`config.mk`:
```
export PLATFORM = sky130hd
export DESIGN_NAME = i2s_mic_tx
export DESIGN_NICKNAME = d
export VERILOG_FILES = /design/src/rtl/i2s_mic_pkg.sv /design/src/rtl/i2s_edge_sync.sv /design/src/rtl/i2s_slot_ctrl.sv /design/src/rtl/i2s_tx_shift.sv /design/src/rtl/i2s_mic_tx.sv
export SDC_FILE = /design/constraint.sdc
export NUM_CORES = 1
export LEC_CHECK = 0
export BUFFER_PORTS_ARGS = -buffer_cell sky130_fd_sc_hd__buf_2
export CELL_PAD_IN_SITES_DETAIL_PLACEMENT = 1
export CELL_PAD_IN_SITES_GLOBAL_PLACEMENT = 2
export CORE_ASPECT_RATIO = 1.5
export CORE_MARGIN = 4
export CORE_UTILIZATION = 37
export CTS_CLUSTER_SIZE = 24
export DETAILED_ROUTE_END_ITERATION = 10
export PLACE_DENSITY = 0.79
export SLEW_MARGIN = 20
export SYNTH_ARGS = -nofsm -noshare
export SYNTH_HDL_FRONTEND = slang
export SYNTH_SLANG_ARGS = --single-unit
```
`constraint.sdc`:
```
create_clock -name clk -period 3.8 [get_ports clk]
set_clock_uncertainty 0.1 [all_clocks]
set_input_delay 0.19 -clock clk [delete_from_list [all_inputs] [get_ports clk]]
set_output_delay 0.19 -clock clk [all_outputs]
set_load 0.005 [all_outputs]
```
`src/rtl/i2s_mic_pkg.sv`:
```
`timescale 1ns/1ps
package i2s_mic_pkg;

  typedef enum logic {
    CH_LEFT  = 1'b0,
    CH_RIGHT = 1'b1
  } chan_e;

  // The half-frame belongs to this block when the word-select level
  // matches the chosen channel: low for left, high for right.
  function automatic logic half_owned(logic ws_lvl, chan_e ch);
    return (ch == CH_RIGHT) ? ws_lvl : !ws_lvl;
  endfunction

endpackage

```
`src/rtl/i2s_edge_sync.sv`:
```
`timescale 1ns/1ps
module i2s_edge_sync #(
  parameter int   STAGES  = 2,
  parameter logic RST_VAL = 1'b0
) (
  input  logic clk,
  input  logic rst_n,
  input  logic d_i,
  output logic lvl_o,
  output logic rise_o,
  output logic fall_o
);

  // chain[STAGES-1] is the synchronised level; chain[STAGES] is the same
  // level one clock later, kept for edge detection.
  logic [STAGES:0] chain;

  always_ff @(posedge clk or negedge rst_n) begin
    if (!rst_n) chain <= {(STAGES + 1){RST_VAL}};
    else        chain <= {chain[STAGES-1:0], d_i};
  end

  assign lvl_o  = chain[STAGES-1];
  assign rise_o = chain[STAGES-1] & ~chain[STAGES];
  assign fall_o = ~chain[STAGES-1] & chain[STAGES];

endmodule

```
`src/rtl/i2s_slot_ctrl.sv`:
```
`timescale 1ns/1ps
module i2s_slot_ctrl
  import i2s_mic_pkg::*;
#(
  parameter int DATA_W     = 24,
  parameter int HALF_SLOTS = 32,
  localparam int SW = $clog2(HALF_SLOTS + 1),
  localparam int IW = $clog2(DATA_W)
) (
  input  logic          clk,
  input  logic          rst_n,
  input  logic          sck_rise_i,
  input  logic          sck_fall_i,
  input  logic          ws_lvl_i,
  input  chan_e         chan_i,
  output logic          ws_edge_o,
  output logic          load_o,
  output logic          tick_o,
  output logic          win_o,
  output logic [IW-1:0] bit_idx_o,
  output logic          half_active_o,
  output logic [SW-1:0] slot_o
);

  logic          ws_ref;
  logic          half_active;
  logic [SW-1:0] slot;
  logic [SW-1:0] slot_nxt;

  // Slot 1..DATA_W carries a data bit.
  function automatic logic in_window(logic [SW-1:0] s);
    return (s != '0) && (s <= SW'(DATA_W));
  endfunction

  // Slot 1 carries the MSB, slot DATA_W the LSB.
  function automatic logic [IW-1:0] bit_of(logic [SW-1:0] s);
    return in_window(s) ? IW'(DATA_W - int'(s)) : '0;
  endfunction

  // Word select is read on bit-clock rising edges, as a receiver would.
  assign ws_edge_o = sck_rise_i && (ws_lvl_i != ws_ref);
  assign load_o    = ws_edge_o && half_owned(ws_lvl_i, chan_i);
  assign slot_nxt  = (slot == SW'(HALF_SLOTS)) ? slot : slot + SW'(1);
  assign tick_o    = sck_fall_i;
  assign win_o     = half_active && in_window(slot_nxt);
  assign bit_idx_o = bit_of(slot_nxt);

  always_ff @(posedge clk or negedge rst_n) begin
    if (!rst_n) begin
      ws_ref      <= 1'b1;
      half_active <= 1'b0;
      slot        <= SW'(HALF_SLOTS);
    end else begin
      if (sck_rise_i) ws_ref <= ws_lvl_i;
      if (ws_edge_o) begin
        slot        <= '0;
        half_active <= half_owned(ws_lvl_i, chan_i);
      end else if (sck_fall_i) begin
        slot <= slot_nxt;
      end
    end
  end

  assign half_active_o = half_active;
  assign slot_o        = slot;

endmodule

```
`src/rtl/i2s_tx_shift.sv`:
```
`timescale 1ns/1ps
module i2s_tx_shift #(
  parameter int DATA_W = 24,
  localparam int IW = $clog2(DATA_W)
) (
  input  logic              clk,
  input  logic              rst_n,
  input  logic              load_i,
  input  logic [DATA_W-1:0] sample_i,
  input  logic              tick_i,
  input  logic              win_i,
  input  logic [IW-1:0]     bit_idx_i,
  output logic              sd_o,
  output logic              sd_oe_o
);

  logic [DATA_W-1:0] word;
  logic              next_bit;

  assign next_bit = win_i ? word[bit_idx_i] : 1'b0;

  always_ff @(posedge clk or negedge rst_n) begin
    if (!rst_n) word <= '0;
    else if (load_i) word <= sample_i;
  end

  always_ff @(posedge clk or negedge rst_n) begin
    if (!rst_n) begin
      sd_o    <= 1'b0;
      sd_oe_o <= 1'b0;
    end else if (tick_i) begin
      sd_o    <= next_bit;
      sd_oe_o <= win_i;
    end
  end

  AST_QUIET_LINE: assert property (@(posedge clk) disable iff (!rst_n)
    !sd_oe_o |-> !sd_o);
  AST_WORD_HELD: assert property (@(posedge clk) disable iff (!rst_n)
    !load_i |=> $stable(word));

endmodule

```
`src/rtl/i2s_mic_tx.sv`:
```
`timescale 1ns/1ps
module i2s_mic_tx
  import i2s_mic_pkg::*;
#(
  parameter int DATA_W      = 24,
  parameter int HALF_SLOTS  = 32,
  parameter int SYNC_STAGES = 2,
  localparam int SW = $clog2(HALF_SLOTS + 1),
  localparam int IW = $clog2(DATA_W)
) (
  input  logic              clk,
  input  logic              rst_n,
  input  logic              sck_i,
  input  logic              ws_i,
  input  logic              chan_right_i,
  input  logic [DATA_W-1:0] sample_i,
  output logic              sd_o,
  output logic              sd_oe_o
);

  logic          sck_lvl, sck_rise, sck_fall;
  logic          ws_lvl, ws_rise_unused, ws_fall_unused;
  logic          ws_edge, load, tick, win, half_active;
  logic [IW-1:0] bit_idx;
  logic [SW-1:0] slot;
  chan_e         chan;

  assign chan = chan_right_i ? CH_RIGHT : CH_LEFT;

  i2s_edge_sync #(.STAGES(SYNC_STAGES), .RST_VAL(1'b0)) u_sck_sync (
    .clk(clk), .rst_n(rst_n), .d_i(sck_i),
    .lvl_o(sck_lvl), .rise_o(sck_rise), .fall_o(sck_fall)
  );

  i2s_edge_sync #(.STAGES(SYNC_STAGES), .RST_VAL(1'b1)) u_ws_sync (
    .clk(clk), .rst_n(rst_n), .d_i(ws_i),
    .lvl_o(ws_lvl), .rise_o(ws_rise_unused), .fall_o(ws_fall_unused)
  );

  i2s_slot_ctrl #(.DATA_W(DATA_W), .HALF_SLOTS(HALF_SLOTS)) u_ctrl (
    .clk(clk), .rst_n(rst_n),
    .sck_rise_i(sck_rise), .sck_fall_i(sck_fall),
    .ws_lvl_i(ws_lvl), .chan_i(chan),
    .ws_edge_o(ws_edge), .load_o(load), .tick_o(tick), .win_o(win),
    .bit_idx_o(bit_idx), .half_active_o(half_active), .slot_o(slot)
  );

  i2s_tx_shift #(.DATA_W(DATA_W)) u_shift (
    .clk(clk), .rst_n(rst_n),
    .load_i(load), .sample_i(sample_i),
    .tick_i(tick), .win_i(win), .bit_idx_i(bit_idx),
    .sd_o(sd_o), .sd_oe_o(sd_oe_o)
  );

  // The enable may outlive ownership only in the gap between an early
  // word-select edge (slot cleared) and the next bit-clock falling edge.
  AST_OE_OWNER: assert property (@(posedge clk) disable iff (!rst_n)
    sd_oe_o |-> (half_active || slot == '0));
  AST_MSB_SLOT: assert property (@(posedge clk) disable iff (!rst_n)
    $rose(sd_oe_o) |-> (slot == SW'(1)));
  AST_RELEASE: assert property (@(posedge clk) disable iff (!rst_n)
    $fell(sd_oe_o) |-> (slot == SW'(DATA_W + 1) || !half_active));
  AST_EDGE_ON_RISE: assert property (@(posedge clk) disable iff (!rst_n)
    ws_edge |-> (sck_lvl && !sck_fall));

endmodule

```
Word-level counts from Yosys, hierarchy flattened

Cells that the tools add are included.

Word-level logic and storage cells: 34
Output and inout port bits: 2
Register bits: 39
Input bits: 29

Reductions and logical operators: 7
Muxes and demuxes: 9
Bitwise operators: 4
Add/subtract/negate cells: 2
Equality and inequality tests: 2
Order comparisons: 2

Operator list:

| cell                                                                              | count |
|---|---|
| 6-bit two-way mux                                                                 | 3 |
| 6-bit by 1-bit adder with 6-bit output (second input constant)                    | 1 |
| 6-bit equality test (second input constant)                                       | 1 |
| 6-bit by 5-bit less-or-equal comparator with 1-bit output (second input constant) | 1 |
| 5-bit by 6-bit < comparator with 1-bit output (second input constant)             | 1 |
| 6-bit nonzero test                                                                | 1 |
| 1-bit binary-select mux with 5-bit select                                         | 1 |
| 5-bit two-way mux                                                                 | 1 |
| 5-bit subtractor (first input constant)                                           | 1 |
| 1-bit logical AND                                                                 | 4 |
| 1-bit two-way mux                                                                 | 4 |
| 1-bit bitwise AND                                                                 | 2 |
| 1-bit NOT                                                                         | 2 |
| 2-bit nonzero test                                                                | 1 |
| 1-bit zero test                                                                   | 1 |
| 1-bit != test                                                                     | 1 |

Depth between registers and ports, before layout

Gate-level depths: netlist of run 1.

Depth after elaboration: 8
Mapped depth: 15
Mapped depth without buffers: 14

Cells and area by module

From an unflattened synthesis of run 1, not the netlist that was laid out.

Cell total of the unflattened synthesis: 166
Area total of the unflattened synthesis: 2075.7 um^2

Modules (own cells, without submodules):

| module                      | area an instance (um^2) | cells each | sequential area each (um^2) | instances |
|---|---|---|---|---|
| i2s_tx_shift                | 1219.9                  | 83         | 650.6                       | 1 |
| i2s_slot_ctrl               | 671.9                   | 73         | 202.7                       | 1 |
| i2s_edge_sync at u_ws_sync  | 93.8                    | 5          | 78.8                        | 1 |
| i2s_edge_sync at u_sck_sync | 90.1                    | 5          | 75.1                        | 1 |

Worst setup path after synthesis of run 1

OpenSTA, ideal clock, no wires.

Path type: reg2reg
From: reg u_ctrl.slot[1], in the netlist u_ctrl.slot_o[1]
To: reg u_shift.sd_o
Library setup time: 104 ps
Required time: 3596 ps
Arrival: 3179 ps
Cell stages (with the launch flop): 14
Setup slack: 418 ps
Buffers on the path: 1
Clock period less this slack: 3382 ps
Cell sequence: dfrtp_1 > clkbuf_1 > inv_1 > ha_1 > and4bb_4 > or2b_1 > xnor2_1 > ha_1 > xor2_2 > nor3_4 > mux2i_1 > mux2_2 > o221a_1 > o41ai_2

Longest elaborated chain between the ends: 8
Elaborated cells on any way between the ends: 12
Those cells by class: 2 x add/sub; 1 x order compare; 1 x eq/ne; 5 x mux; 3 x reduce/logical

Ends and longest elaborated chain:

| what                                                                                                   | line                | text |
|---|---|---|
| start: declaration                                                                                     | i2s_slot_ctrl.sv:27 | `logic [SW-1:0] slot;` |
| start signal: assignment                                                                               | i2s_slot_ctrl.sv:52 | `slot <= SW'(HALF_SLOTS);` |
| start signal: assignment                                                                               | i2s_slot_ctrl.sv:59 | `slot <= slot_nxt;` |
| 6-bit by 1-bit adder with 6-bit output / 6-bit equality test (equally long branches)                   | i2s_slot_ctrl.sv:43 | `assign slot_nxt = (slot == SW'(HALF_SLOTS)) ? slot : slot + SW'(1);` |
| 6-bit two-way mux (*)                                                                                  | i2s_slot_ctrl.sv:43 |  |
| 6-bit by 5-bit less-or-equal comparator with 1-bit output / 6-bit nonzero test (equally long branches) | i2s_slot_ctrl.sv:32 | `return (s != '0) && (s <= SW'(DATA_W));` |
| 1-bit logical AND                                                                                      | i2s_slot_ctrl.sv:32 |  |
| 5-bit two-way mux                                                                                      | i2s_slot_ctrl.sv:37 | `return in_window(s) ? IW'(DATA_W - int'(s)) : '0;` |
| 1-bit binary-select mux with 5-bit select                                                              | i2s_tx_shift.sv:20  | `assign next_bit = win_i ? word[bit_idx_i] : 1'b0;` |
| 1-bit two-way mux (implied by the code)                                                                | i2s_tx_shift.sv:20  |  |
| 1-bit two-way mux (*)                                                                                  | i2s_tx_shift.sv:20  |  |
| end signal: assignment                                                                                 | i2s_tx_shift.sv:32  | `sd_o <= next_bit;` |
| end: declaration                                                                                       | i2s_tx_shift.sv:13  | `output logic sd_o,` |

Every way passes the cells marked *; elsewhere a longest branch is shown, timed or not. The select of a mux whose other input is x is not followed.
A chain may end at the register's enable or synchronous reset.

Worst setup path after layout of run 1

Ends and elaborated chain as after synthesis.

==> results of run 1 <==
[registers in the layout, indices dropped and copies added, names as in the netlist]
name and flops:
u_shift.sd_oe_o 1, u_ctrl.half_active_o 1, u_shift.sd_o 1, u_shift.word 24, u_ws_sync.chain 2, u_sck_sync.chain 3, u_ctrl.slot_o 6, u_ctrl.ws_ref 1
[kinds of logic after synthesis]
group,after synthesis
flops,39
mux,36
simple gates,59
fa+ha+maj,3
compound gates,42
xor+xnor,5
buf+inv,21
[final cells by class]
type / instances / area share
sequential: 39 / 0.373
timing repair buffer: 43 / 0.0971
inverter: 8 / 0.0114
tap: 72 / 0.0343
clock inverter: 2 / 0.0228
multi-input combinational: 145 / 0.434
clock buffer: 6 / 0.0276
[worst paths after layout]
| check | endpoint | cells after the start | from | slack, ns |
|---|---|---|---|---|
| worst min register to register | u_ws_sync.chain[1]$_DFF_PN1_ | 0 | u_ws_sync.chain[0]$_DFF_PN1_ | 0.26 |
| worst max register to register | u_shift.sd_o$_DFFE_PN0P_ | 13 | u_ctrl.slot_o[1]$_DFFE_PN0P_ | 0.45 |
| min in group asynchronous | u_shift.word[3]$_DFFE_PN0P_ | 2 | rst_n | 0.46 |
| max in group asynchronous | u_shift.sd_oe_o$_DFFE_PN0P_ | 2 | rst_n | 2.61 |
| worst max-delay path | u_shift.sd_o$_DFFE_PN0P_ | 13 | u_ctrl.slot_o[1]$_DFFE_PN0P_ | 0.45 |
| worst min-delay path | u_shift.word[19]$_DFFE_PN0P_ | 2 | sample_i[19] | 0.03 |
[through the flow]
| step | std cells | setup slack, ns | cell area [sq um] | utilization | total power (uW) |
|---|---|---|---|---|---|
| 3_5_place_dp | 304 | 0.441 | 2470 | 0.423 | 1240 |
| 3_3_place_gp | 304 | 0.532 | 2470 | 0.423 | 1220 |
| 5_1_grt | 315 | 0.223 | 2630 | 0.451 | 1750 |
| 2_1_floorplan | 205 | 0.418 | 2220 | - | 1050 |
| 4_1_cts | 315 | 0.435 | 2630 | 0.451 | 1660 |
| 6_report | 315 | 0.446 | 2630 | 0.451 | 1630 |
[placed cells by master (no fill, tap or decap), types with 5 or more instances in the layout]
cell,Yosys,final
sky130_fd_sc_hd__a21oi_1,7,7
sky130_fd_sc_hd__buf_2,2,30
sky130_fd_sc_hd__buf_4,2,10
sky130_fd_sc_hd__clkbuf_8,0,5
sky130_fd_sc_hd__dfrtp_1,35,35
sky130_fd_sc_hd__inv_1,8,8
sky130_fd_sc_hd__mux2_2,26,26
sky130_fd_sc_hd__mux2i_1,9,9
sky130_fd_sc_hd__nand2_1,16,16
sky130_fd_sc_hd__nor2_1,15,14
sky130_fd_sc_hd__o21ai_0,7,7
[routing by layer]
| layer | share of wire | vias to the layer above | wire, um | GRT usage |
|---|---|---|---|---|
| met5 | 0 | - | 0 | 0 |
| met2 | 0.56 | 25 | 3040 | 0.320 |
| met3 | 0.025 | 7 | 134 | 0.0224 |
| met1 | 0.39 | 836 | 2100 | 0.167 |
| met4 | 0.021 | 0 | 112 | 0.0680 |
| li1 | - | 821 | - | - |
[worst max-delay path, stage by stage, from the launching register on]
cell,delay [ns]
sky130_fd_sc_hd__dfrtp_1,0.38
sky130_fd_sc_hd__inv_1,0.11
sky130_fd_sc_hd__ha_1,0.15
sky130_fd_sc_hd__and4bb_4,0.30
sky130_fd_sc_hd__or2b_1,0.30
sky130_fd_sc_hd__xnor2_1,0.15
sky130_fd_sc_hd__ha_1,0.27
sky130_fd_sc_hd__o211ai_2,0.19
sky130_fd_sc_hd__nand3b_1,0.20
sky130_fd_sc_hd__o21ai_1,0.17
sky130_fd_sc_hd__inv_1,0.10
sky130_fd_sc_hd__mux2_2,0.28
sky130_fd_sc_hd__o221a_1,0.26
sky130_fd_sc_hd__o41ai_2,0.29
[power by group]
part	internal, uW	switching, uW
Combinational	313	323
Sequential	524	62.7
Clock	262	142
==> Implementation_results.wiki, run 1 <==
{| class="wikitable"
! Metric !! Value
|-
| Height of the chip || between 100 and 150 um
|-
| Std-Cell Core Area || 0.00583 sq mm
|-
| Post-synthesis cell area || 0.00222 sq mm
|-
| Final period util || 0.883
|-
| Yosys synthesis warning count || 0
|-
| Highest achievable clock rate || between 200 and 300 MHz
|-
| Outcome || completed
|-
| Largest family of logic cells by synthesized area || multiplexers
|-
| Footprint of the flip-flops and latches || 981 sq um
|-
| Total of flip-flops plus latches after synthesis || 39
|-
| Synth-to-Final Area Change || 18.6%
|-
| Clk buf depth || 2
|-
| Post-CTS setup repair buffer count || 0
|-
| Clock slew seen by the registers of the worst setup and hold paths || 0.08 ns
|-
| Latest clock arrival within the worst-skew pair || 0.29 ns
|-
| Synth async-reset ratio || 1.00
|-
| Footprint of the multi-input gates || 0.00114 sq mm
|-
| Post-synthesis cell count || 205
|-
| Vias per inst || between 5 and 6
|-
| Data required time at the worst endpoint || 3.89 ns
|-
| Maximum number of pins on one net before global-route repair || 40
|-
| XOR/XNOR Fraction of Synth Area || 0.0231
|-
| Wire length per cell after detailed routing || 17.1 um
|-
| Hold slack final || 0.0256 ns
|-
| Multiplexer area fraction after synthesis || 0.183
|-
| Antenna violations before repair || 0
|-
| Setup repair after global routing missed its margin || no
|-
| CTS HTree Levels || 2
|-
| Synthesized-area fraction occupied by adder cells || 0.0169
|-
| Post-synthesis net count || ~240
|-
| Top-count cell post-synth || sky130_fd_sc_hd__dfrtp_1
|-
| Number of vias in the routed layout || approximately 1700
|-
| Worst rel slew slack || 0.426
|-
| Nets || 274
|-
| Number of distinct library cells after synthesis || between 50 and 60
|-
| Die Span X || 71.2 um
|-
| Peak ir drop on the vdd network || 0.000405 V
|-
| Crit Path Max Fanout || 8
|-
| Die footprint || 0.00732 sq mm
|-
| Simple logic cell fraction of the synthesized area || 0.146
|-
| Power density of the placed cells || between 600 and 700 mW/mm^2
|-
| CTS tree || built
|-
| Post-synthesis area per instance || between 10 and 15 sq um
|-
| Max_cap viols || 0
|-
| Most instantiated flip-flop cell in the synthesis netlist || sky130_fd_sc_hd__dfrtp_1
|-
| Initial core utilization || 0.380
|-
| Detailed-router iteration count before antenna repair || 4
|-
| Number of synthesized flops with an enable pin || 0
|-
| Vias in the first global route || 1848
|-
| Critical Path Sink Type || flip-flop
|-
| Remaining global-route overflow || 0
|-
| Global placement routability congestion || slightly below 0.8
|-
| Portion of the post-synthesis area used by sequential elements || 0.442
|-
| Fraction of the mapped netlist area in compound gates || 0.145
|-
| Total of fill cells in the finished design || 655
|-
| Type of element launching the critical path || flip-flop
|-
| Synth cell count leaders || 35 x sky130_fd_sc_hd__dfrtp_1, 26 x sky130_fd_sc_hd__mux2_2, 16 x sky130_fd_sc_hd__nand2_1, 15 x sky130_fd_sc_hd__nor2_1, 9 x sky130_fd_sc_hd__mux2i_1
|-
| Number of gates resized after CTS || 0
|-
| DRC violation count after routing || 0
|-
| Arrival time reported for the critical path endpoint || 3.45 ns
|-
| Fraction of synthesized cell area taken by the top area cell type || 0.395
|-
| Most area-consuming cells after synthesis || sky130_fd_sc_hd__dfrtp_1 40%, sky130_fd_sc_hd__mux2_2 13%, sky130_fd_sc_hd__dfstp_2 4.7%
|-
| Path type of the worst min-delay path || input pin to flip-flop
|-
| Transition at the pin with the smallest max-transition slack || roughly 0.86 ns
|-
| Setup violation total in the final timing report || 0
|-
| Num ports || 31
|-
| Diodes inserted || 0
|-
| Total count of max-transition violations in the final report || 0
|-
| HPWL after detailed placement || between 4000 and 5000 um
|-
| Clock buffers created by TritonCTS || 5
|-
| Cell leakage power || 0.00116 uW
|-
| Iter 0 DRT Violations || 39
|-
| All-Layer GR Usage || 0.162
|-
| Setup TNS Final || 0 ns
|-
| Setup CP Type || flip-flop to flip-flop
|-
| First-pass GRT wire length || 9080 um
|-
| Antenna-violating nets left || 0
|-
| Share of cells above drive strength 1 || 0.366
|-
| Row Count || 34
|-
| Port-buffer cells || 30
|-
| Total number of clock tree sinks || 39
|-
| Root buffer cell || sky130_fd_sc_hd__clkbuf_8
|-
| Final period demand of the worst path || 3.35 ns
|-
| Leading area contributor after synthesis || sky130_fd_sc_hd__dfrtp_1
|-
| Routed WL || around 5400 um
|-
| Count of hold buffers inserted by post-cts repair || 3
|-
| Hold Vio Cnt, Final || 0
|}
Power figures use the tool's default switching activity.
==> run 2: changes to the inputs <==
Settings changed: CORE_UTILIZATION 37 to 40, PLACE_DENSITY 0.79 to 0.84.
Clock period 3.8 ns to 3.9 ns, I/O delays scaled along.
==> run 2 against run 1 <==
Against the previous run:
- final cell count fell by 2.5%
- count of clock-buffer cells in the layout did not move
- via count fell by 1.1%
- sequential share of layout area rose by 0.43 points
- sequential cell count did not move
- sequential power fell by 2%
- utilization rose by 4.4 points
- hold slack improved by 0.0029 ns
- largest cell class unchanged
==> Implementation_results.wiki, run 2 (synthesized netlist as in run 1, its figures left out) <==
{| class="wikitable"
! Metric !! Value
|-
| Outcome || completed (unchanged)
|-
| Share of cells above drive strength 1 || 0.356 (was 0.366)
|-
| Clock slew seen by the registers of the worst setup and hold paths || 0.08 ns (about the same)
|-
| Type of element launching the critical path || flip-flop (unchanged)
|-
| Root buffer cell || sky130_fd_sc_hd__clkbuf_8 (unchanged)
|-
| Ordered list of cells on the worst path || inv_1 > ha_1 > and4bb_4 > or2b_1 > xnor2_1 > ha_1 > o211ai_2 > nand3b_1 > o21ai_1 > inv_1 > mux2_2 > o221a_1 > o41ai_2 (unchanged)
|-
| Register containing the most flip-flops in the final layout || u_shift.word (unchanged)
|-
| Latest clock arrival within the worst-skew pair || 0.29 ns (about the same)
|-
| Clk buf depth || 2 (unchanged)
|-
| Detailed-router iteration count before antenna repair || 4 (unchanged)
|-
| Routed WL || 5220 um (was 5390 um)
|-
| Standard cell area after detailed placement || 0.00243 sq mm (was 0.00247 sq mm)
|-
| Wire length per cell after detailed routing || 17.0 um (was 17.1 um)
|-
| Path type of the worst min-delay path || input pin to flip-flop (unchanged)
|-
| Maximum number of pins on one net before global-route repair || 40 (unchanged)
|-
| HPWL after detailed placement || 3820 um (was 4070 um)
|-
| Cell leakage power || 0.00114 uW (was 0.00116 uW)
|-
| Synth-to-Final Area Change || 17.3% (was 18.6%)
|-
| Finished Core Util || 0.496 (was 0.451)
|-
| Most frequent standard cell in the layout excluding fill and tap cells || sky130_fd_sc_hd__dfrtp_1 (unchanged)
|-
| Initial core utilization || 0.423 (was 0.380)
|-
| Cell with the biggest individual delay on the critical path || sky130_fd_sc_hd__dfrtp_1 (unchanged)
|-
| Nets || 270 (was 274)
|-
| Die Span X || 68.8 um (was 71.2 um)
|-
| Die footprint || 0.00682 sq mm (was 0.00732 sq mm)
|-
| All-Layer GR Usage || 0.173 (was 0.162)
|-
| Data required time at the worst endpoint || 4.00 ns (was 3.89 ns)
|-
| CTS tree || built (unchanged)
|-
| Hold slack final || 0.0286 ns (was 0.0256 ns)
|-
| Critical Path Sink Type || flip-flop (unchanged)
|-
| Final period demand of the worst path || 3.54 ns (was 3.35 ns)
|-
| Total count of max-transition violations in the final report || 0 (unchanged)
|-
| Post-CTS setup repair buffer count || 0 (unchanged)
|-
| First-pass GRT wire length || 9000 um (was 9080 um)
|-
| Highest achievable clock rate || 282 MHz (was 298 MHz)
|-
| Number of gates resized after CTS || 0 (unchanged)
|-
| Transition at the pin with the smallest max-transition slack || 0.871 ns (was 0.860 ns)
|-
| Setup violation total in the final timing report || 0 (unchanged)
|-
| Iter 0 DRT Violations || 47 (was 39)
|-
| Total number of clock tree sinks || 39 (unchanged)
|-
| Height of the chip || 99.2 um (was 103 um)
|-
| Peak ir drop on the vdd network || 0.000295 V (was 0.000405 V)
|-
| Antenna-violating nets left || 0 (unchanged)
|-
| Worst-case setup slack after placement || 0.409 ns (was 0.441 ns)
|-
| Power density of the placed cells || 602 mW/mm^2 (was 619 mW/mm^2)
|-
| Clock buffers created by TritonCTS || 5 (unchanged)
|-
| CTS HTree Levels || 2 (unchanged)
|-
| Vias per inst || 5.44 (was 5.36)
|-
| Setup repair after global routing missed its margin || no (unchanged)
|-
| Worst setup margin || 0.359 ns (was 0.446 ns)
|-
| Global placement routability congestion || 0.839 (was 0.785)
|-
| Count of hold buffers inserted by post-cts repair || 3 (unchanged)
|-
| Port-buffer cells || 30 (unchanged)
|-
| Final period util || 0.908 (was 0.883)
|-
| Worst stage delay on the critical path || 0.50 ns (was 0.38 ns)
|-
| Hold Vio Cnt, Final || 0 (unchanged)
|-
| Finished layout cell area || 0.00260 sq mm (was 0.00263 sq mm)
|-
| Remaining global-route overflow || 0 (unchanged)
|-
| DRC violation count after routing || 0 (unchanged)
|-
| Arrival time reported for the critical path endpoint || 3.64 ns (was 3.45 ns)
|-
| Std-Cell Core Area || 0.00525 sq mm (was 0.00583 sq mm)
|-
| Diodes inserted || 0 (unchanged)
|-
| Number of flip-flops under the largest register name || 24 (unchanged)
|-
| Setup CP Type || flip-flop to flip-flop (unchanged)
|-
| Num ports || 31 (unchanged)
|-
| Worst rel slew slack || 0.420 (was 0.426)
|-
| Vias in the first global route || 1822 (was 1848)
|-
| Most frequent cells in the layout || 35 x sky130_fd_sc_hd__dfrtp_1, 30 x sky130_fd_sc_hd__buf_2, 26 x sky130_fd_sc_hd__mux2_2, 16 x sky130_fd_sc_hd__nand2_1, 14 x sky130_fd_sc_hd__nor2_1 (unchanged)
|-
| Setup TNS Final || 0 ns (unchanged)
|-
| Crit Path Max Fanout || 12 (was 8)
|-
| Max_cap viols || 0 (unchanged)
|-
| Antenna violations before repair || 0 (unchanged)
|-
| Row Count || 32 (was 34)
|-
| Number of vias in the routed layout || 1671 (was 1689)
|}
[run 2: cell types whose count changed in the layout (fill, tap and decap cells not counted), sizes merged]
cell	delta
buf	-4
[run 2: layout make-up]
class / instances / area (sq um)
well taps: 68 / 85.1
repair buffers: 39 / 225
clock inverters: 2 / 60.1
inverters: 8 / 30.0
clock buffers: 6 / 72.6
flip-flops and latches: 39 / 981
multi-input cells: 145 / 1150
fillers: 595 / 2650
[run 2: stage by stage]
stage,cells,total power (uW)
after global placement,296,1170
after detailed placement,296,1180
final,307,1560
after global routing,307,1680
after CTS,307,1590
after floorplan,205,1020
[run 2: path summary, 6_finish.rpt]
| check | slack [ns] | cells past startpoint | endpoint | start |
|---|---|---|---|---|
| min in group asynchronous | 0.45 | 2 | u_shift.word[9]$_DFFE_PN0P_ | rst_n |
| worst min-delay path | 0.03 | 2 | u_shift.word[18]$_DFFE_PN0P_ | sample_i[18] |
| worst max register to register | 0.36 | 13 | u_shift.sd_o$_DFFE_PN0P_ | u_ctrl.slot_o[1]$_DFFE_PN0P_ |
| worst min register to register | 0.26 | 0 | u_sck_sync.chain[1]$_DFF_PN0_ | u_sck_sync.chain[0]$_DFF_PN0_ |
| max in group asynchronous | 2.71 | 2 | u_ctrl.slot_o[1]$_DFFE_PN0P_ | rst_n |
| worst max-delay path | 0.36 | 13 | u_shift.sd_o$_DFFE_PN0P_ | u_ctrl.slot_o[1]$_DFFE_PN0P_ |
[run 2: critical path: cells and delay by family (launching register included)]
family,cells,cell delay [ns]
AO/OA/AOI/OAI,4,0.91
XOR/XNOR,1,0.18
adder cells (fa/ha/maj),2,0.42
buffers and inverters,2,0.25
flip-flops,1,0.50
multiplexers,1,0.28
AND/OR/NAND/NOR,3,0.80
[run 2: report_power, final]
part / internal, uW / switching (uW)
clock: 256 / 144
combinational: 293 / 295
sequential: 511 / 66.9
total: 1060 / 506
[run 2: layer usage]
layer  vias to the layer above  wire [um]  share of wire  track usage
li1                        816          -              -            -
met1                       821       2090           0.40        0.211
met2                        25       2900           0.55        0.302
met3                         9        130          0.025       0.0282
met4                         0        101          0.019       0.0571
met5                         -          0              0            0
==> run 3: changes to the inputs <==
Settings changed: ABC_AREA set to 1, CORE_MARGIN 4 to 3, CORE_UTILIZATION 40 to 37.
==> run 3 against run 2 <==
Against the previous run:
- global-route usage is 1.9 points lower
- register-to-register slack better by 0.57 ns
- cell area is 7.6% lower
- non-clock buffer count is 5 lower
- hold slack hardly changed
- sequential power is 2% lower
- sequential cell count stayed put
- worst setup slack better by 0.57 ns
- largest cell class is now sequential cells
==> Implementation_results.wiki, run 3 <==
{| class="wikitable"
! Metric !! Value
|-
| Post-synthesis area per instance || 8.96 sq um (was 10.8 sq um)
|-
| CTS HTree Levels || 2 (unchanged)
|-
| Final period demand of the worst path || 2.97 ns (was 3.54 ns)
|-
| Standard cell area after detailed placement || 0.00223 sq mm (was 0.00243 sq mm)
|-
| Setup violation total in the final timing report || 0 (unchanged)
|-
| Synth async-reset ratio || 1.00 (unchanged)
|-
| Outcome || completed (unchanged)
|-
| Arrival time reported for the critical path endpoint || 3.06 ns (was 3.64 ns)
|-
| Detailed-router iteration count before antenna repair || 4 (unchanged)
|-
| DRC violation count after routing || 0 (unchanged)
|-
| Kind of cell with the highest combined delay on the critical path || simple AND/OR/NAND/NOR gates (was compound AO/OA/AOI/OAI gates)
|-
| Number of vias in the routed layout || 1626 (was 1671)
|-
| Antenna violations before repair || 0 (unchanged)
|-
| Synth cell count leaders || 50 x sky130_fd_sc_hd__nand2_1, 35 x sky130_fd_sc_hd__dfrtp_1, 23 x sky130_fd_sc_hd__nand3_1, 22 x sky130_fd_sc_hd__inv_1, 18 x sky130_fd_sc_hd__nor2_1 (was 35 x sky130_fd_sc_hd__dfrtp_1, 26 x sky130_fd_sc_hd__mux2_2, 16 x sky130_fd_sc_hd__nand2_1, 15 x sky130_fd_sc_hd__nor2_1, 9 x sky130_fd_sc_hd__mux2i_1)
|-
| Wire length per cell after detailed routing || 13.0 um (was 17.0 um)
|-
| Type of element launching the critical path || flip-flop (unchanged)
|-
| Clk buf depth || 2 (unchanged)
|-
| Fraction of the mapped netlist area in compound gates || 0.0649 (was 0.145)
|-
| Total of fill cells in the finished design || 639 (was 595)
|-
| Power density of the placed cells || 617 mW/mm^2 (was 602 mW/mm^2)
|-
| All-Layer GR Usage || 0.155 (was 0.173)
|-
| Vias in the first global route || 1874 (was 1822)
|-
| Fraction of synthesized cell area taken by the top area cell type || 0.432 (was 0.395)
|-
| Portion of the post-synthesis area used by sequential elements || 0.484 (was 0.442)
|-
| Worst hold path cell count || 2 (unchanged)
|-
| Cell with the biggest individual delay on the critical path || sky130_fd_sc_hd__dfrtp_1 (unchanged)
|-
| Sequential group share of total power || 0.381 (was 0.369)
|-
| Leading area contributor after synthesis || sky130_fd_sc_hd__dfrtp_1 (unchanged)
|-
| Remaining global-route overflow || 0 (unchanged)
|-
| Std-Cell Core Area || 0.00520 sq mm (was 0.00525 sq mm)
|-
| First-pass GRT wire length || 7840 um (was 9000 um)
|-
| Crit Path Max Fanout || 10 (was 12)
|-
| CTS tree || built (unchanged)
|-
| Most frequent cells in the layout || 50 x sky130_fd_sc_hd__nand2_1, 35 x sky130_fd_sc_hd__dfrtp_1, 30 x sky130_fd_sc_hd__buf_2, 23 x sky130_fd_sc_hd__nand3_1, 22 x sky130_fd_sc_hd__inv_1 (was 35 x sky130_fd_sc_hd__dfrtp_1, 30 x sky130_fd_sc_hd__buf_2, 26 x sky130_fd_sc_hd__mux2_2, 16 x sky130_fd_sc_hd__nand2_1, 14 x sky130_fd_sc_hd__nor2_1)
|-
| Largest family of logic cells by synthesized area || simple AND/OR/NAND/NOR gates (was multiplexers)
|-
| Setup TNS Final || 0 ns (unchanged)
|-
| Cell leakage power || 0.00120 uW (was 0.00114 uW)
|-
| Diodes inserted || 0 (unchanged)
|-
| Fraction of power consumed by the clock network || 0.277 (was 0.255)
|-
| Highest achievable clock rate || 337 MHz (was 282 MHz)
|-
| Vias per inst || 4.91 (was 5.44)
|-
| Sw Ratio || 0.346 (was 0.323)
|-
| Max_cap viols || 0 (unchanged)
|-
| Multiplexer area fraction after synthesis || 0.0834 (was 0.183)
|-
| Latest clock arrival within the worst-skew pair || 0.30 ns (was 0.29 ns)
|-
| Footprint of the flip-flops and latches || 981 sq um (unchanged)
|-
| Worst rel slew slack || 0.408 (was 0.420)
|-
| Antenna-violating nets left || 0 (unchanged)
|-
| Share of cells above drive strength 1 || 0.304 (was 0.356)
|-
| Ordered list of cells on the worst path || inv_1 > ha_1 > nand2_1 > nor2_1 > nand2_2 > xor2_4 > ha_1 > nand2_2 > nand2_1 > nand2_2 > nand2_4 > nand2_1 > inv_2 > nand3_1 > nand2_1 > nand2_1 > nand3_1 > nand2_1 > nand3_1 > nand2_1 (was inv_1 > ha_1 > and4bb_4 > or2b_1 > xnor2_1 > ha_1 > o211ai_2 > nand3b_1 > o21ai_1 > inv_1 > mux2_2 > o221a_1 > o41ai_2)
|-
| Root buffer cell || sky130_fd_sc_hd__clkbuf_8 (unchanged)
|-
| Height of the chip || 96.6 um (was 99.2 um)
|-
| Total count of max-transition violations in the final report || 0 (unchanged)
|-
| Levels on crit path || 20 (was 13)
|-
| Cell count of the worst reg-to-reg path || 20 (was 13)
|-
| Yosys synthesis warning count || 0 (unchanged)
|-
| Nets || 294 (was 270)
|-
| Synth-to-Final Area Change || 18.7% (was 17.3%)
|-
| Clock slew seen by the registers of the worst setup and hold paths || 0.09 ns (was 0.08 ns)
|-
| XOR/XNOR Fraction of Synth Area || 0.0222 (was 0.0231)
|-
| Synthesized-area fraction occupied by adder cells || 0.0185 (was 0.0169)
|-
| Setup CP Type || flip-flop to flip-flop (unchanged)
|-
| Portion of total power attributed to combinational logic || 0.341 (was 0.376)
|-
| Simple logic cell fraction of the synthesized area || 0.261 (was 0.146)
|-
| Most instantiated flip-flop cell in the synthesis netlist || sky130_fd_sc_hd__dfrtp_1 (unchanged)
|-
| Setup repair after global routing missed its margin || no (unchanged)
|-
| Post-synthesis cell area || 0.00203 sq mm (was 0.00222 sq mm)
|-
| Data required time at the worst endpoint || 4.00 ns (about the same)
|-
| Post-synthesis cell count || 226 (was 205)
|-
| Total of flip-flops plus latches after synthesis || 39 (unchanged)
|-
| Top-count cell post-synth || sky130_fd_sc_hd__nand2_1 (was sky130_fd_sc_hd__dfrtp_1)
|-
| Maximum number of pins on one net before global-route repair || 40 (unchanged)
|-
| Switching component of the power || 513 uW (was 506 uW)
|-
| Clock buffers created by TritonCTS || 5 (unchanged)
|-
| Number of synthesized flops with an enable pin || 0 (unchanged)
|-
| Most used cell along the critical path || sky130_fd_sc_hd__nand2_1
|-
| Global placement routability congestion || 0.745 (was 0.839)
|-
| Initial core utilization || 0.389 (was 0.423)
|-
| Most area-consuming cells after synthesis || sky130_fd_sc_hd__dfrtp_1 43%, sky130_fd_sc_hd__nand2_1 9.3%, sky130_fd_sc_hd__mux2_2 8.3% (was sky130_fd_sc_hd__dfrtp_1 40%, sky130_fd_sc_hd__mux2_2 13%, sky130_fd_sc_hd__dfstp_2 4.7%)
|-
| Peak ir drop on the vdd network || 0.000384 V (was 0.000295 V)
|-
| Final period util || 0.761 (was 0.908)
|-
| Critical Path Sink Type || flip-flop (unchanged)
|-
| Finished layout cell area || 0.00240 sq mm (was 0.00260 sq mm)
|-
| Total number of clock tree sinks || 39 (unchanged)
|-
| Most frequent standard cell in the layout excluding fill and tap cells || sky130_fd_sc_hd__nand2_1 (was sky130_fd_sc_hd__dfrtp_1)
|-
| Iter 0 DRT Violations || 50 (was 47)
|-
| Num ports || 31 (unchanged)
|-
| Number of buffer and inverter instances along the worst setup path || 2 (unchanged)
|-
| Transition at the pin with the smallest max-transition slack || 0.887 ns (was 0.871 ns)
|-
| Path type of the worst min-delay path || input pin to flip-flop (unchanged)
|-
| Worst stage delay on the critical path || 0.46 ns (was 0.50 ns)
|-
| Row Count || 32 (unchanged)
|-
| Routed WL || 4320 um (was 5220 um)
|-
| Port-buffer cells || 30 (unchanged)
|-
| Die Span X || 66.4 um (was 68.8 um)
|-
| Cell internal power dissipation || 970 uW (was 1060 uW)
|-
| Hold Vio Cnt, Final || 0 (unchanged)
|-
| Die footprint || 0.00642 sq mm (was 0.00682 sq mm)
|-
| Post-synthesis net count || 258 (was 237)
|-
| HPWL after detailed placement || 3340 um (was 3820 um)
|-
| Number of flip-flops under the largest register name || 24 (unchanged)
|-
| Number of distinct library cells after synthesis || 29 (was 56)
|-
| Register containing the most flip-flops in the final layout || u_shift.word (unchanged)
|-
| Footprint of the multi-input gates || 912 sq um (was 0.00115 sq mm)
|}
==> run 3: cell count changes after synthesis, sizes merged, moves of 5 or more <==
cell,change
a21oi,+7
nor2,+7
o21ai,-8
mux2,-11
clkbuf,-6
nand2,+45
o22ai,+5
nand3,+20
inv,+17
mux2i,-9
==> run 3: routing by layer <==
layer  global-route usage  up-vias  wire [um]
met3               0.0244        6         89
li1                     -      798          -
met4               0.0673        0         79
met5                    0        -          0
met1                0.168      802       1710
met2                0.283       20       2440
==> run 3: repair_timing <==
action | 4_1_cts | 5_1_grt
resized for setup | 0 | 0
endpoints found under the setup margin | 0 | 0
endpoints found under the hold margin | 37 | 0
hold buffers | 3 | 0
buffers inserted | 0 | 0
==> run 3: power groups by stage <==
stage                     clock, uW  combinational [uW]  sequential, uW
after floorplan                   0                 404             554
after global placement            0                 501             571
final                           411                 506             565
after CTS                       422                 516             567
after detailed placement          0                 509             575
after global routing            439                 587             581
==> run 3: worst register-to-register path: cells and delay by family, from the launching register on <==
family                   cells  cell delay (ns)
AND/OR/NAND/NOR             15             1.29
flip-flops                   1             0.46
adder cells (fa/ha/maj)      2             0.45
buffers and inverters        2             0.35
XOR/XNOR                     1             0.23
==> run 3: worst paths after layout <==
kind,startpoint,endpoint,slack (ns)
max,u_ctrl.slot_o[0]$_DFFE_PN0P_,u_shift.sd_o$_DFFE_PN0P_,0.93
min,sample_i[19],u_shift.word[19]$_DFFE_PN0P_,0.03
max reg2reg,u_ctrl.slot_o[0]$_DFFE_PN0P_,u_shift.sd_o$_DFFE_PN0P_,0.93
min reg2reg,u_ws_sync.chain[0]$_DFF_PN1_,u_ws_sync.chain[1]$_DFF_PN1_,0.26
max in group asynchronous,rst_n,u_ctrl.slot_o[1]$_DFFE_PN0P_,2.73
min in group asynchronous,rst_n,u_shift.word[11]$_DFFE_PN0P_,0.44
==> run 3: through the flow <==
stage | instances | power [uW] | utilization | hold slack [ns] | setup slack [ns]
2_1_floorplan | 226 | 958 | - | -0.201 | 1.30
3_3_place_gp | 320 | 1070 | 0.429 | 0.200 | 1.01
3_5_place_dp | 320 | 1080 | 0.429 | 0.203 | 0.926
4_1_cts | 331 | 1500 | 0.462 | 0.0201 | 0.908
5_1_grt | 331 | 1610 | 0.462 | 0.0245 | 0.672
6_report | 331 | 1480 | 0.462 | 0.0287 | 0.932
==> run 3: logic make-up after synthesis <==
logic type      Yosys count
compound gates           23
xor+xnor                  3
fa+ha+maj                 3
buf+inv                  31
flops                    39
mux                      15
simple gates            112
==> run 3: cell type report <==
type                       count  share of cell area
clock buffer                   5              0.0286
clock inverter                 3              0.0297
inverter                      26              0.0406
multi-input combinational    156               0.379
sequential                    39               0.408
tap                           68              0.0354
timing repair buffer          34              0.0781
